File: config.mk
export PLATFORM = sky130hd
export DESIGN_NAME = card_pwr_ctrl
export DESIGN_NICKNAME = d
export VERILOG_FILES = /design/src/rtl/cpc_pkg.sv /design/src/rtl/cpc_regs.sv /design/src/rtl/cpc_wakeup.sv /design/src/rtl/cpc_pads.sv /design/src/rtl/card_pwr_ctrl.sv
export SDC_FILE = /design/constraint.sdc
export NUM_CORES = 1
export LEC_CHECK = 0
export BUFFER_PORTS_ARGS = -buffer_cell sky130_fd_sc_hd__buf_2
export CAP_MARGIN = 25
export CORE_AREA = 4 4 67 69
export DETAILED_ROUTE_END_ITERATION = 7
export DIE_AREA = 0 0 71 73
export HOLD_SLACK_MARGIN = 0.12
export PLACE_DENSITY = 0.79
export SYNTH_ARGS = -nofsm -noshare
export SYNTH_HDL_FRONTEND = slang
export SYNTH_SLANG_ARGS = --single-unit
File: constraint.sdc
create_clock -name clk -period 1.4 [get_ports clk]
set_input_delay 0.07 -clock clk [delete_from_list [all_inputs] [get_ports clk]]
set_output_delay 0.07 -clock clk [all_outputs]
set_load 0.01 [all_outputs]
File: src/rtl/cpc_pkg.sv
package cpc_pkg;
   typedef enum logic [1:0] {
      PS_OFF   = 2'b00,
      PS_RSVD  = 2'b01,
      PS_CYCLE = 2'b10,
      PS_ON    = 2'b11
   } pstate_e;

   typedef struct packed {
      logic dir_pol;
      logic vsw_en;
      logic vsw;
   } pcfg_t;

   localparam int unsigned FLD_PWR_LO = 0;
   localparam int unsigned FLD_VSW    = 2;
   localparam int unsigned FLD_VSWEN  = 3;
   localparam int unsigned FLD_DIRPOL = 4;
   localparam int unsigned FLD_TOP    = 4;
endpackage

File: src/rtl/cpc_regs.sv
module cpc_regs
   import cpc_pkg::*;
#(
   parameter int unsigned ADDR_W  = 8,
   parameter int unsigned DATA_W  = 32,
   parameter int unsigned REG_OFS = 0
) (
   input  logic              clk,
   input  logic              rst_n,
   input  logic              wr_en,
   input  logic              rd_en,
   input  logic [ADDR_W-1:0] addr,
   input  logic [DATA_W-1:0] wdata,
   output pstate_e           state,
   output pcfg_t             cfg,
   output logic [DATA_W-1:0] rdata
);
   localparam logic [ADDR_W-1:0] OFS = ADDR_W'(REG_OFS);

   if (DATA_W <= FLD_TOP) begin : g_bad_dw
      $error("cpc_regs: DATA_W too small for the register fields");
   end
   if (REG_OFS >= (1 << ADDR_W)) begin : g_bad_ofs
      $error("cpc_regs: REG_OFS does not fit in ADDR_W");
   end

   logic              hit;
   logic [DATA_W-1:0] rb;
   logic              unused_hi;

   assign hit       = (addr == OFS);
   assign unused_hi = ^wdata[DATA_W-1:FLD_TOP+1];

   always_comb begin
      rb                          = '0;
      rb[FLD_PWR_LO+1:FLD_PWR_LO] = state;
      rb[FLD_VSW]                 = cfg.vsw;
      rb[FLD_VSWEN]               = cfg.vsw_en;
      rb[FLD_DIRPOL]              = cfg.dir_pol;
   end

   always_ff @(posedge clk or negedge rst_n) begin
      if (!rst_n) begin
         state <= PS_OFF;
         cfg   <= '0;
         rdata <= '0;
      end else begin
         if (wr_en && hit) begin
            cfg.vsw     <= wdata[FLD_VSW];
            cfg.vsw_en  <= wdata[FLD_VSWEN];
            cfg.dir_pol <= wdata[FLD_DIRPOL];
            if (wdata[FLD_PWR_LO+1:FLD_PWR_LO] != PS_RSVD)
               state <= pstate_e'(wdata[FLD_PWR_LO+1:FLD_PWR_LO]);
         end
         rdata <= (rd_en && hit) ? rb : '0;
      end
   end

   AST_NO_RSVD_STATE: assert property (@(posedge clk) disable iff (!rst_n)
      state != PS_RSVD);
   AST_RSVD_HOLD: assert property (@(posedge clk) disable iff (!rst_n)
      (wr_en && hit && wdata[FLD_PWR_LO+1:FLD_PWR_LO] == PS_RSVD) |=> $stable(state));
   AST_MISS_NOWRITE: assert property (@(posedge clk) disable iff (!rst_n)
      !(wr_en && hit) |=> ($stable(state) && $stable(cfg)));
   AST_RD_IDLE_ZERO: assert property (@(posedge clk) disable iff (!rst_n)
      !(rd_en && hit) |=> (rdata == '0));
endmodule

File: src/rtl/cpc_wakeup.sv
module cpc_wakeup
   import cpc_pkg::*;
#(
   parameter int unsigned READY_CNT = 74
) (
   input  logic    clk,
   input  logic    rst_n,
   input  pstate_e state,
   input  logic    tick,
   output logic    ready
);
   localparam int unsigned CNT_W = $clog2(READY_CNT + 1);
   localparam logic [CNT_W-1:0] LIMIT = CNT_W'(READY_CNT);

   if (READY_CNT < 1) begin : g_bad_cnt
      $error("cpc_wakeup: READY_CNT must be at least 1");
   end

   logic [CNT_W-1:0] cnt;
   logic             in_on;

   assign in_on = (state == PS_ON);
   assign ready = in_on && (cnt == LIMIT);

   always_ff @(posedge clk or negedge rst_n) begin
      if (!rst_n)
         cnt <= '0;
      else if (!in_on)
         cnt <= '0;
      else if (tick && (cnt != LIMIT))
         cnt <= cnt + 1'b1;
   end

   AST_CNT_BOUND: assert property (@(posedge clk) disable iff (!rst_n)
      cnt <= LIMIT);
   AST_CNT_HOLD: assert property (@(posedge clk) disable iff (!rst_n)
      (in_on && !tick) |=> $stable(cnt));
   AST_CLR_LEAVE: assert property (@(posedge clk) disable iff (!rst_n)
      !in_on |=> (cnt == '0));
   AST_READY_ONLY_ON: assert property (@(posedge clk) disable iff (!rst_n)
      ready |-> in_on);
endmodule

File: src/rtl/cpc_pads.sv
module cpc_pads
   import cpc_pkg::*;
#(
   parameter int unsigned DAT_W = 8
) (
   input  pstate_e          state,
   input  logic             ready,
   input  logic             core_ck,
   input  logic             core_cmd_oe,
   input  logic             core_cmd_out,
   input  logic [DAT_W-1:0] core_dat_oe,
   input  logic [DAT_W-1:0] core_dat_out,
   output logic             card_clk_en,
   output logic             ck_oe,
   output logic             ck_out,
   output logic             cmd_oe,
   output logic             cmd_out,
   output logic [DAT_W-1:0] dat_oe,
   output logic [DAT_W-1:0] dat_out
);
   if (DAT_W != 1 && DAT_W != 4 && DAT_W != 8) begin : g_bad_dat
      $error("cpc_pads: DAT_W must be 1, 4 or 8");
   end

   logic live;
   logic idle_lvl;

   assign card_clk_en = (state == PS_ON);
   assign live        = card_clk_en && ready;
   // off and reserved drive high, cycle drives low, on idles high until live
   assign idle_lvl    = (state != PS_CYCLE);

   always_comb begin
      ck_oe  = 1'b1;
      ck_out = card_clk_en ? core_ck : idle_lvl;
   end

   always_comb begin
      cmd_oe  = live ? core_cmd_oe  : 1'b1;
      cmd_out = live ? core_cmd_out : idle_lvl;
   end

   for (genvar i = 0; i < DAT_W; i++) begin : g_dat
      always_comb begin
         dat_oe[i]  = live ? core_dat_oe[i]  : 1'b1;
         dat_out[i] = live ? core_dat_out[i] : idle_lvl;
      end
   end
endmodule

File: src/rtl/card_pwr_ctrl.sv
module card_pwr_ctrl
   import cpc_pkg::*;
#(
   parameter int unsigned ADDR_W    = 8,
   parameter int unsigned DATA_W    = 32,
   parameter int unsigned REG_OFS   = 0,
   parameter int unsigned DAT_W     = 8,
   parameter int unsigned READY_CNT = 74
) (
   input  logic              clk,
   input  logic              rst_n,
   input  logic              wr_en,
   input  logic              rd_en,
   input  logic [ADDR_W-1:0] addr,
   input  logic [DATA_W-1:0] wdata,
   output logic [DATA_W-1:0] rdata,
   input  logic              card_clk_tick,
   input  logic              core_ck,
   input  logic              core_cmd_oe,
   input  logic              core_cmd_out,
   input  logic [DAT_W-1:0]  core_dat_oe,
   input  logic [DAT_W-1:0]  core_dat_out,
   output logic              card_clk_en,
   output logic              if_ready,
   output logic              ck_oe,
   output logic              ck_out,
   output logic              cmd_oe,
   output logic              cmd_out,
   output logic [DAT_W-1:0]  dat_oe,
   output logic [DAT_W-1:0]  dat_out,
   output logic              dir_pol,
   output logic              vsw,
   output logic              vsw_en
);
   pstate_e state;
   pcfg_t   cfg;

   cpc_regs #(
      .ADDR_W (ADDR_W),
      .DATA_W (DATA_W),
      .REG_OFS(REG_OFS)
   ) u_regs (
      .clk  (clk),
      .rst_n(rst_n),
      .wr_en(wr_en),
      .rd_en(rd_en),
      .addr (addr),
      .wdata(wdata),
      .state(state),
      .cfg  (cfg),
      .rdata(rdata)
   );

   cpc_wakeup #(
      .READY_CNT(READY_CNT)
   ) u_wake (
      .clk  (clk),
      .rst_n(rst_n),
      .state(state),
      .tick (card_clk_tick),
      .ready(if_ready)
   );

   cpc_pads #(
      .DAT_W(DAT_W)
   ) u_pads (
      .state       (state),
      .ready       (if_ready),
      .core_ck     (core_ck),
      .core_cmd_oe (core_cmd_oe),
      .core_cmd_out(core_cmd_out),
      .core_dat_oe (core_dat_oe),
      .core_dat_out(core_dat_out),
      .card_clk_en (card_clk_en),
      .ck_oe       (ck_oe),
      .ck_out      (ck_out),
      .cmd_oe      (cmd_oe),
      .cmd_out     (cmd_out),
      .dat_oe      (dat_oe),
      .dat_out     (dat_out)
   );

   assign dir_pol = cfg.dir_pol;
   assign vsw     = cfg.vsw;
   assign vsw_en  = cfg.vsw_en;

   AST_CYCLE_LOW: assert property (@(posedge clk) disable iff (!rst_n)
      (state == PS_CYCLE) |-> (ck_oe && cmd_oe && (&dat_oe) && !ck_out && !cmd_out
                               && (dat_out == '0) && !card_clk_en));
   AST_OFF_HIGH: assert property (@(posedge clk) disable iff (!rst_n)
      (state == PS_OFF) |-> (ck_oe && cmd_oe && (&dat_oe) && ck_out && cmd_out
                             && (&dat_out) && !card_clk_en && !if_ready));
   AST_READY_NEEDS_CLK: assert property (@(posedge clk) disable iff (!rst_n)
      if_ready |-> card_clk_en);
   AST_PREREADY_IDLE: assert property (@(posedge clk) disable iff (!rst_n)
      (card_clk_en && !if_ready) |-> (cmd_oe && cmd_out && (&dat_oe) && (&dat_out)));
endmodule

-- After elaboration in Yosys (flattened, before gate mapping)
Cells that the tools add are included.
- add/sub/neg operators: 1
- equal/unequal tests: 6
- mux-type cells: 22
- reduce and logical (&&, ||, !) cells: 7
- operators with widths (kind ; number):
    $mux W1 ; 19
    $mux W7 ; 2
    $logic_not A8 Y1 ; 1
    $add A7 B1 Y7 const B ; 1
    $eq A7 B7 Y1 const B ; 1
    $ne A7 B7 Y1 const B ; 1
    $logic_and A1 B1 Y1 ; 5
    $mux W5 ; 1
    $ne A2 B2 Y1 const B ; 2
    $eq A2 B2 Y1 const B ; 1
    $ne A2 B1 Y1 const B ; 1
    $reduce_and A2 Y1 ; 1
- register bits: 44
- input bits: 64
- output and inout bits: 57
- word-level logic and storage cells: 42

-- Longest topological paths before layout
Gate-level depths: netlist (run 1).
- depth in word-level cells: 4
- mapped depth: 6
- gate-level depth less buffers: 5

-- Hierarchy
A second synthesis (run 1) with hierarchy kept.
- cell total of the unflattened synthesis: 130
- area, all modules: 1197.4 sq um
- by module, submodules not included (module ; times used ; cells an instance ; area each (sq um) ; sequential area each (sq um)):
    cpc_regs ; 1 ; 54 ; 600.6 ; 250.2
    cpc_wakeup ; 1 ; 41 ; 396.6 ; 175.2
    cpc_pads ; 1 ; 35 ; 200.2 ; 0.0

-- Worst setup path before layout (run 1)
Ideal clock, no wire load.
- path kind: register -> output
- from: register u_wake.cnt[0]
- to: output cmd_oe
- arrival: 1.452 ns
- data required time: 1.330 ns
- path slack: -0.122 ns
- cell stages (with the launch flop): 7
- path buffers: 1
- path through: dfrtp_1 > inv_1 > ha_1 > nand4bb_4 > or2_1 > buf_2 > or3_1
- word-level cells in the longest chain between the ends: 4
- RTL lines (item ; line ; RTL):
    start: declaration ; cpc_wakeup.sv:19 ; logic [CNT_W-1:0] cnt;
    start signal: assignment ; cpc_wakeup.sv:31 ; cnt <= cnt + 1'b1;
    $eq A7 B7 Y1 ; cpc_wakeup.sv:23 ; assign ready = in_on && (cnt == LIMIT);
    $logic_and A1 B1 Y1 ; cpc_wakeup.sv:23 ;
    $logic_and A1 B1 Y1 ; cpc_pads.sv:29 ; assign live = card_clk_en && ready;
    $mux W1 ; cpc_pads.sv:39 ; cmd_oe = live ? core_cmd_oe : 1'b1;
    end: declaration ; card_pwr_ctrl.sv:27 ; output logic cmd_oe,
No other way between the ends.

-- Worst setup path after layout (run 1)
- from: register u_wake.cnt[0]
- to: output dat_oe[7]
- word-level cells in the longest chain between the ends: 4
- RTL lines (item ; line ; RTL):
    $eq A7 B7 Y1 ; cpc_wakeup.sv:23 ;
    $logic_and A1 B1 Y1 ; cpc_wakeup.sv:23 ;
    $logic_and A1 B1 Y1 ; cpc_pads.sv:29 ;
    $mux W1 ; cpc_pads.sv:45 ; dat_oe[i] = live ? core_dat_oe[i] : 1'b1;
    end: declaration ; card_pwr_ctrl.sv:29 ; output logic [DAT_W-1:0] dat_oe,
No other way between the ends.

==> results of run 1 <==
stage by stage:
stage               hold WS (ps)  area, um^2  utilization [%]
finish                       153        1890             48.4
global route                 168        1890             48.4
global placement            9.46        1610             41.0
detailed placement          11.3        1610             41.0
CTS                          149        1860             47.5
floorplan                   -226        1360                -
cell families (layout without fill, tap and decap cells):
family	count (synthesis)	in the layout	share of synthesized area [%]
other cells	2	28	0.624
simple gates	51	52	25.4
compound gates	18	18	10.4
buf+inv	36	96	20.3
xor+xnor	2	2	1.46
mux	5	5	4.47
fa+ha+maj	2	2	2.08
flops	17	17	35.3
registers in the layout, summed over array words and instances, names as in the netlist:
| name | cells |
|---|---|
| u_regs.cfg | 3 |
| u_wake.cnt | 7 |
| u_regs.rdata | 5 |
| u_regs.state | 2 |
repair_timing:
| item | 4_1_cts | 5_1_grt |
|---|---|---|
| resized for setup | 22 | 6 |
| hold endpoints to repair | 25 | 0 |
| setup endpoints to repair | 19 | 24 |
| pin swaps | 3 | 6 |
| hold buffers | 7 | 0 |
| buffers inserted | 2 | 1 |
| cloned | 2 | 0 |
power by group through the flow:
stage | Combinational (mW) | Sequential [mW] | Clock [mW]
floorplan | 0.131 | 0.515 | 0
global placement | 0.166 | 0.511 | 0
detailed placement | 0.169 | 0.511 | 0
CTS | 0.190 | 0.502 | 0.371
global route | 0.215 | 0.503 | 0.400
finish | 0.193 | 0.502 | 0.356
cell usage in the layout (no fill, tap or decap), drive strengths merged, types with 2 or more instances in the layout:
cell type	Yosys	routed
a21oi	3	3
and2	2	2
and3	5	5
buf	31	83
clkbuf	3	3
conb	2	28
dfrtp	17	17
dlygate4sd3	0	7
ha	2	2
inv	2	2
mux2	3	3
mux2i	2	2
nand2	16	16
nand3	4	4
nand4	2	2
nor2	3	3
nor4	2	2
o21ai	3	3
o31ai	9	9
or2	2	3
or3	11	11
xor2	2	2
worst register-to-register path, stage by stage (launching register included):
cell and delay, ps:
dfrtp_1 390, inv_2 80, ha_4 130, nand4bb_4 120, buf_4 160, buf_4 150
o21a_1 200, mux2i_1 120
area by class of cell:
type	count	area (um^2)	share of cell area [%]
clock buffer	3	41.3	2.18
clock inverter	1	5.00	0.264
inverter	2	7.51	0.397
multi-input combinational	107	757	40.0
sequential	17	425	22.5
tap	50	62.6	3.30
timing repair buffer	90	594	31.4
synth_stat cells (2+ instances only):
master	count	area, um^2
o21ai_0	3	15.0
buf_2	3	15.0
nand4_1	2	12.5
clkbuf_1	3	11.3
conb_1	2	7.51
buf_4	28	210
and3_1	5	31.3
or3_1	11	68.8
mux2i_1	2	20.0
mux2_2	3	33.8
nand2_1	16	60.1
ha_1	2	25.0
dfrtp_1	17	425
nor2_1	3	11.3
and2_1	2	12.5
nor4_2	2	25.0
inv_1	2	7.51
xor2_1	2	17.5
a21oi_1	3	15.0
o31ai_1	9	67.6
nand3_1	4	20.0
worst max-delay path by stage:
stage,startpoint,end,depth (start not counted)
floorplan,u_wake.cnt[0]$_DFFE_PN0P_,cmd_oe,6
global placement,u_wake.cnt[0]$_DFFE_PN0P_,dat_oe[2],6
detailed placement,u_wake.cnt[0]$_DFFE_PN0P_,dat_oe[3],6
CTS,u_wake.cnt[0]$_DFFE_PN0P_,dat_oe[3],6
finish,u_wake.cnt[0]$_DFFE_PN0P_,dat_oe[7],6
global route,u_wake.cnt[0]$_DFFE_PN0P_,cmd_oe,6
metal layers:
| layer | routed length (um) | track usage (%) | up-vias |
|---|---|---|---|
| met1 | 1180 | 14.0 | 548 |
| li1 | - | - | 582 |
| met5 | 0 | 0 | - |
| met4 | 0 | 0.626 | 0 |
| met2 | 1690 | 22.6 | 55 |
| met3 | 289 | 3.58 | 0 |
==> flow_metrics.py, run 1 <==
metrics = {
    "run_status": {
        "status": "complete, but fails checks",
        "violations": "setup timing",
    },
    "clock_network": {
        "cts_tree": "yes",
        "clkSlewWorstSetupHoldPaths_ps": 70,
        "cts_buffers": 3,
        "cts.sinks": 17,
        "htreeDepth": 1,
        "clkLatencyLatePin_ps": 250,
        "cts_max_path_buffers": 2,
        "clockRootBuffer": "clkbuf_8",
    },
    "floorplan": {
        "die_h_um": 73,
        "io_pins": 121,
        "rows": 23,
        "die_w_um": 71,
        "fp.dieArea_um2": 5180,
        "start_util_pct": 30.8,
        "core_um2": 3910,
    },
    "timing": {
        "hold_violations": 0,
        "fin_crit_ps": 1780,
        "rsz0062_at_grt": "yes",
        "fin_ws_ps": -376,
        "final_max_slew_viol_count": 0,
        "fin_tns_setup_ps": -6570,
        "setup_viol": 22,
        "min_period_over_period_pct": 127,
        "max_freq_mhz": 563,
        "fin_worst_skew_ps": 3.37,
    },
    "synthesis": {
        "yosysWarnings": 0,
        "synth_area_um2": 1200,
        "synth_edf_count": 0,
        "synth_seq_cells": 17,
        "async_reset_ff_share_pct": 100,
        "synth.avg_cell_area_um2": 9.05,
        "ys_seq_area_share_pct": 35.3,
        "synthCells": 133,
        "ys.flop_type": "dfrtp_1",
        "ys_types": 30,
    },
    "finish": {
        "antenna_cells": 0,
        "nets": 287,
        "drive_gt1_share_pct": 53.2,
        "area_growth_pct": 57.3,
        "instances_no_fill": 270,
        "nFillCells": 358,
    },
    "global_routing": {
        "grt.total_usage_pct": 12.0,
        "grt_overflow": 0,
        "grt_max_degree": 18,
        "antenna_found_initial": 0,
        "grt_pass1_vias": 1147,
        "grt_pass1_wl_um": 5060,
    },
    "routing": {
        "drt_iter0_markers": 47,
        "drc": 0,
        "ant_nets": 0,
        "vias": 1185,
        "drtPass1Iterations": 4,
        "wl_um": 3150,
        "vias_per_cell": 4.39,
        "drt-wirelength-per-cell_um": 11.7,
    },
    "power_and_ir_drop": {
        "p_sw_mw": 0.272,
        "power_mw": 1.05,
        "leakage_nw": 0.913,
        "power.share.switching_pct": 25.9,
        "seq_power_share_pct": 47.8,
        "max-vdd-ir-drop_mv": 0.419,
        "p_comb_share_pct": 18.4,
        "clockPowerShare_pct": 33.8,
        "intPower_mw": 0.779,
        "pwr_density_cell_nw_per_um2": 555,
    },
    "worst_setup_path": {
        "crit_family": "simple AND/OR/NAND/NOR gates",
        "critPathSlowestCell": "dfrtp_1",
        "r2r_end": "u_wake.cnt[0]$_DFFE_PN0P_",
        "crit_type": "reg2out",
        "critPathBufInv": 2,
        "startpoint_type": "flop",
        "path_cells": "inv_2 > ha_4 > nand4bb_4 > or2_4 > or3_4 > buf_6",
        "arrival_ps": 1710,
        "crit_required_ps": 1330,
        "endpoint_kind": "output pin",
        "r2r_cells": 7,
        "crit_fanout": 5,
        "rr_startpoint": "u_wake.cnt[0]$_DFFE_PN0P_",
        "r2r_slack_ps": -70,
        "critPathMaxStageDelay_ps": 390,
    },
    "run": {
        "max-cap-violations": 0,
    },
    "place": {
        "numPortBuffers": 65,
        "place_ws_ps": -256,
        "gp_congestion": 0.709,
        "dp_cells": 254,
        "post-dp-hpwl_um": 2340,
    },
    "hold_path": {
        "hold_start": "card_clk_tick",
        "min_to": "u_wake.cnt[2]$_DFFE_PN0P_",
        "hold_depth": 4,
        "min_path_type": "in2reg",
    },
}
No activity file was read; power rests on OpenSTA's default activity.
==> inputs of run 2 (changes only) <==
- CORE_AREA: 4 4 67 69 -> 4 4 66 68
- CTS_BUF_LIST: not set -> sky130_fd_sc_hd__clkbuf_8
- DIE_AREA: 0 0 71 73 -> 0 0 70 72
- PLACE_DENSITY: 0.79 -> 0.81
==> run 2 against run 1 <==
  * The run still ends with setup timing left
  * Hold slack better by 3.6 ps
  * Clock power rose by 2%
  * Flip-flop and latch count is the same
  * Total power hardly changed
  * Critical path depth unchanged
  * Combinational power shrank 3%
  * Die area down 2.8%
==> flow_metrics.py, run 2 (synthesized netlist as in run 1, its figures left out) <==
metrics = {
    "worst_setup_path": {
        "crit_fanout": 5,
        "endpoint_kind": "output pin",
        "crit_family": "simple AND/OR/NAND/NOR gates",
        "r2r_end": "u_wake.cnt[6]$_DFFE_PN0P_",
        "r2r_cells": 5,
        "critPathSlowestCell": "dfrtp_1",
        "crit_required_ps": 1330,
        "rr_startpoint": "u_wake.cnt[1]$_DFFE_PN0P_",
        "path_cells": "inv_2 > ha_4 > nand4bb_4 > or2_4 > or3_4 > buf_6",
        "critPathMaxStageDelay_ps": 390,
        "arrival_ps": 1700,
        "cp-startpoint": "u_wake.cnt[0]$_DFFE_PN0P_",
        "critPathBufInv": 2,
        "crit_type": "reg2out",
        "r2r_slack_ps": -20,
        "startpoint_type": "flop",
    },
    "finish": {
        "nFillCells": 391,
        "antenna_cells": 0,
        "nets": 284,
        "largest_reg_flops": 7,
        "final_cell_mix": "56 x buf_2, 28 x conb_1, 17 x dfrtp_1",
        "largest-register": "u_wake.cnt",
        "drive_gt1_share_pct": 50.2,
        "area_growth_pct": 51.9,
        "reg_top3": "u_wake.cnt: 7 flops, u_regs.rdata: 5 flops, u_regs.cfg: 3 flops",
        "mostFrequentLayoutCell": "buf_2",
    },
    "routing": {
        "drt-wirelength-per-cell_um": 11.8,
        "ant_nets": 0,
        "drt_iter0_markers": 66,
        "wl_um": 3150,
        "vias": 1188,
        "vias_per_cell": 4.45,
        "drc": 0,
        "drtPass1Iterations": 4,
    },
    "clock_network": {
        "htreeDepth": 1,
        "clkLatencyLatePin_ps": 250,
        "cts_buffers": 3,
        "cts_tree": "yes",
        "clkSlewWorstSetupHoldPaths_ps": 60,
        "cts.sinks": 17,
        "clockRootBuffer": "clkbuf_8",
        "cts_max_path_buffers": 2,
    },
    "place": {
        "post-dp-hpwl_um": 2320,
        "gp_congestion": 0.814,
        "place_ws_ps": -254,
        "numPortBuffers": 65,
    },
    "power_and_ir_drop": {
        "clockPowerShare_pct": 34.4,
        "p_comb_share_pct": 17.9,
        "power_mw": 1.05,
        "power.share.switching_pct": 26.2,
        "intPower_mw": 0.776,
        "seq_power_share_pct": 47.7,
        "p_sw_mw": 0.276,
        "pwr_density_cell_nw_per_um2": 575,
        "max-vdd-ir-drop_mv": 0.521,
        "leakage_nw": 0.894,
    },
    "timing": {
        "hold_violations": 0,
        "min_period_over_period_pct": 127,
        "max_freq_mhz": 565,
        "setup_viol": 20,
        "fin_crit_ps": 1770,
        "final_max_slew_viol_count": 0,
        "fin_worst_skew_ps": 3.14,
        "rsz0062_at_grt": "yes",
        "fin_ws_ps": -371,
        "fin_tns_setup_ps": -5620,
    },
    "floorplan": {
        "die_w_um": 70,
        "core_um2": 3860,
        "die_h_um": 72,
        "start_util_pct": 31.2,
        "io_pins": 121,
        "rows": 23,
        "fp.dieArea_um2": 5040,
    },
    "hold_path": {
        "min_path_type": "in2reg",
        "min_to": "u_wake.cnt[2]$_DFFE_PN0P_",
        "hold_depth": 4,
        "hold_start": "card_clk_tick",
    },
    "run_status": {
        "violations": "setup timing",
        "status": "complete, but fails checks",
    },
    "global_routing": {
        "grt_pass1_vias": 1164,
        "grt_max_degree": 18,
        "grt.total_usage_pct": 12.2,
        "grt_pass1_wl_um": 5060,
        "grt_overflow": 0,
        "antenna_found_initial": 0,
    },
    "run": {
        "max-cap-violations": 0,
    },
}
-- run 2: per-layer routing --
layer	vias to the layer above	global-route usage [%]	wire, um
li1	578	-	-
met1	548	12.0	1130
met2	58	24.0	1680
met3	4	4.57	304
met4	0	2.77	35
met5	-	0	0
-- run 2: worst max path at each step --
stage,to,slack [ps],cells past startpoint
finish,dat_oe[3],-370,6
global route,dat_oe[6],-440,6
CTS,cmd_oe,-400,6
detailed placement,cmd_oe,-250,6
global placement,dat_oe[7],-190,6
floorplan,cmd_oe,-110,6
-- run 2: what timing repair did --
item,in CTS,in global routing
pin swaps,4,2
setup buffers,1,1
hold buffers,7,0
resized for setup,14,4
setup endpoints to repair,19,23
gates cloned,1,0
endpoints found under the hold margin,25,0
-- run 2: power by group through the flow --
| stage | combinational, mW | clock (mW) | sequential (mW) |
|---|---|---|---|
| floorplan | 0.131 | 0 | 0.515 |
| finish | 0.188 | 0.362 | 0.502 |
| CTS | 0.184 | 0.371 | 0.502 |
| detailed placement | 0.168 | 0 | 0.512 |
| global placement | 0.165 | 0 | 0.511 |
| global route | 0.210 | 0.400 | 0.503 |
-- run 2: tightest hold or removal path, stage by stage --
cell	delay [ps]
buf_2	120
nand2_1	60
nand2_1	60
a21oi_1	60
-- run 2: per-stage QoR --
stage / instance area [um^2] / util [%] / hold WS (ps) / std cells
after floorplan: 1360 / - / -226 / 159
after global routing: 1830 / 47.4 / 179 / 267
final: 1830 / 47.4 / 156 / 267
after global placement: 1600 / 41.4 / 10.6 / 253
after CTS: 1800 / 46.7 / 149 / 266
after detailed placement: 1600 / 41.4 / 15.8 / 253
-- run 2: cell type report --
| class | instances | area [um^2] | share of cell area (%) |
|---|---|---|---|
| Clock inverter | 1 | 5.00 | 0.274 |
| Clock buffer | 3 | 41.3 | 2.26 |
| Tap cell | 50 | 62.6 | 3.42 |
| Multi-Input combinational cell | 107 | 722 | 39.5 |
| Timing Repair Buffer | 87 | 564 | 30.9 |
| Sequential cell | 17 | 425 | 23.3 |
| Inverter | 2 | 7.51 | 0.411 |
==> inputs of run 3 (changes only) <==
==> constraint.sdc (replaced) <==
create_clock -name clk -period 1.4 [get_ports clk]
set_input_delay 0.28 -clock clk [delete_from_list [all_inputs] [get_ports clk]]
set_output_delay 0.28 -clock clk [all_outputs]
set_load 0.01 [all_outputs]
==> run 3 against run 2 <==
  * The flow still finishes with violations (setup timing)
  * Final area down 0.75%
  * Hold slack improved by 100 ps
  * Clock skew decreased by 1.6 ps
  * Largest cell class unchanged
  * Total power fell by 1.6%
  * Cell count shrank 1.5%
  * Clock power decreased by 2%
  * Setup slack lost 220 ps
  * Fmax decreased by 11%
  * Non-clock buffer count is 4 lower
  * Global-route usage decreased by 0.40 points
  * Largest power group unchanged
  * First-iteration DRC count is 11% lower
  * Critical path depth did not move
==> flow_metrics.py, run 3 (synthesized netlist as in run 1, its figures left out) <==
metrics = {
    "finish": {
        "drive_gt1_share_pct": 52.1,
        "reg_top3": "u_wake.cnt: 7 flops, u_regs.rdata: 5 flops, u_regs.cfg: 3 flops",
        "area_growth_pct": 50.7,
        "antenna_cells": 0,
        "nFillCells": 381,
        "largest_reg_flops": 7,
        "final_cell_mix": "56 x buf_2, 28 x conb_1, 17 x dfrtp_1",
        "mostFrequentLayoutCell": "buf_2",
        "final_util_pct": 47.0,
        "nets": 280,
        "largest-register": "u_wake.cnt",
    },
    "power_and_ir_drop": {
        "max-vdd-ir-drop_mv": 0.534,
        "power.share.switching_pct": 26.1,
        "p_sw_mw": 0.271,
        "pwr_density_cell_nw_per_um2": 571,
        "clockPowerShare_pct": 34.3,
        "seq_power_share_pct": 48.6,
        "p_comb_share_pct": 17.1,
        "intPower_mw": 0.765,
        "leakage_nw": 0.890,
    },
    "timing": {
        "fin_worst_skew_ps": 1.57,
        "max_freq_mhz": 503,
        "hold_violations": 0,
        "rsz0062_at_grt": "yes",
        "fin_crit_ps": 1990,
        "setup_viol": 20,
        "hold_slack_ps": 261,
        "final_max_slew_viol_count": 0,
        "fin_ws_ps": -588,
        "min_period_over_period_pct": 142,
    },
    "floorplan": {
        "rows": 23,
        "io_pins": 121,
        "start_util_pct": 31.2,
        "die_h_um": 72,
        "die_w_um": 70,
        "fp.dieArea_um2": 5040,
        "core_um2": 3860,
    },
    "clock_network": {
        "cts_tree": "yes",
        "cts_buffers": 3,
        "cts.sinks": 17,
        "cts_max_path_buffers": 2,
        "clkLatencyLatePin_ps": 250,
        "clockRootBuffer": "clkbuf_8",
        "clkSlewWorstSetupHoldPaths_ps": 60,
        "htreeDepth": 1,
    },
    "global_routing": {
        "grt_pass1_vias": 1128,
        "grt.total_usage_pct": 11.8,
        "grt_pass1_wl_um": 4880,
        "grt_max_degree": 18,
        "grt_overflow": 0,
        "antenna_found_initial": 0,
    },
    "worst_setup_path": {
        "r2r_cells": 6,
        "endpoint_kind": "output pin",
        "crit_required_ps": 1120,
        "arrival_ps": 1710,
        "cp-startpoint": "u_wake.cnt[0]$_DFFE_PN0P_",
        "crit_type": "reg2out",
        "crit_fanout": 5,
        "rr_startpoint": "u_wake.cnt[1]$_DFFE_PN0P_",
        "r2r_slack_ps": -40,
        "r2r_end": "u_wake.cnt[6]$_DFFE_PN0P_",
        "startpoint_type": "flop",
        "worstSetupEndpoint": "cmd_oe",
    },
    "routing": {
        "vias_per_cell": 4.42,
        "drc": 0,
        "wl_um": 3180,
        "ant_nets": 0,
        "drt_iter0_markers": 59,
        "drt-wirelength-per-cell_um": 12.1,
        "drtPass1Iterations": 4,
        "vias": 1163,
    },
    "hold_path": {
        "min_path_type": "in2reg",
    },
    "place": {
        "gp_congestion": 0.744,
        "post-dp-hpwl_um": 2350,
        "place_ws_ps": -471,
        "numPortBuffers": 65,
    },
    "run_status": {
        "status": "complete, but fails checks",
        "violations": "setup timing",
    },
    "run": {
        "max-cap-violations": 0,
    },
}
run 3: critical path: stages (launching register included):
cell and delay, ps:
dfrtp_1 390, inv_2 80, ha_4 130, nand4bb_4 120, or2_4 270, or3_4 340, buf_6 130
run 3: power by group through the flow:
| stage | combinational [mW] | sequential, mW | clock [mW] |
|---|---|---|---|
| floorplan | 0.131 | 0.515 | 0 |
| global placement | 0.166 | 0.511 | 0 |
| detailed placement | 0.170 | 0.511 | 0 |
| CTS | 0.174 | 0.502 | 0.369 |
| global route | 0.197 | 0.504 | 0.390 |
| finish | 0.177 | 0.503 | 0.355 |
run 3: worst min-delay path by stage:
stage	from	end	slack, ps	cells past startpoint
after floorplan	rst_n	u_regs.cfg[0]$_DFFE_PN0P_	-20	0
after global placement	rst_n	u_regs.state[1]$_DFFE_PN0P_	220	1
after detailed placement	rst_n	u_regs.cfg[2]$_DFFE_PN0P_	230	1
after CTS	wdata[3]	u_regs.cfg[1]$_DFFE_PN0P_	260	2
after global routing	wdata[2]	u_regs.cfg[0]$_DFFE_PN0P_	270	2
final	wdata[3]	u_regs.cfg[1]$_DFFE_PN0P_	260	2
run 3: cell type report:
class	instances	area [um^2]	area share [%]
multi-input cells	107	734	40.5
repair buffers	83	539	29.7
flip-flops and latches	17	425	23.4
well taps	50	62.6	3.45
clock buffers	3	41.3	2.28
inverters	2	7.51	0.414
clock inverters	1	3.75	0.207
run 3: metal layers:
| layer | GRT usage [%] | wire (um) | vias to the layer above |
|---|---|---|---|
| met1 | 11.2 | 1080 | 528 |
| met5 | 0 | 0 | - |
| met2 | 23.7 | 1720 | 65 |
| met3 | 4.99 | 368 | 0 |
| li1 | - | - | 570 |
| met4 | 1.70 | 0 | 0 |
run 3: timing repair:
action / in CTS / in global routing
pin swaps: 6 / 4
gates resized for setup: 16 / 7
setup buffers: 4 / 1
setup endpoints to repair: 20 / 24
endpoints found under the hold margin: 17 / 0
hold buffers: 1 / 0
gates cloned: 1 / 0
run 3: metrics by stage:
stage / cells / cell area, um^2 / power [mW] / TNS [ps]
after CTS: 262 / 1780 / 1.04 / -9810
final: 263 / 1810 / 1.04 / -9600
after global placement: 254 / 1620 / 0.677 / -5470
after global routing: 263 / 1810 / 1.09 / -11590
after detailed placement: 254 / 1620 / 0.681 / -6430
after floorplan: 159 / 1360 / 0.646 / -4040
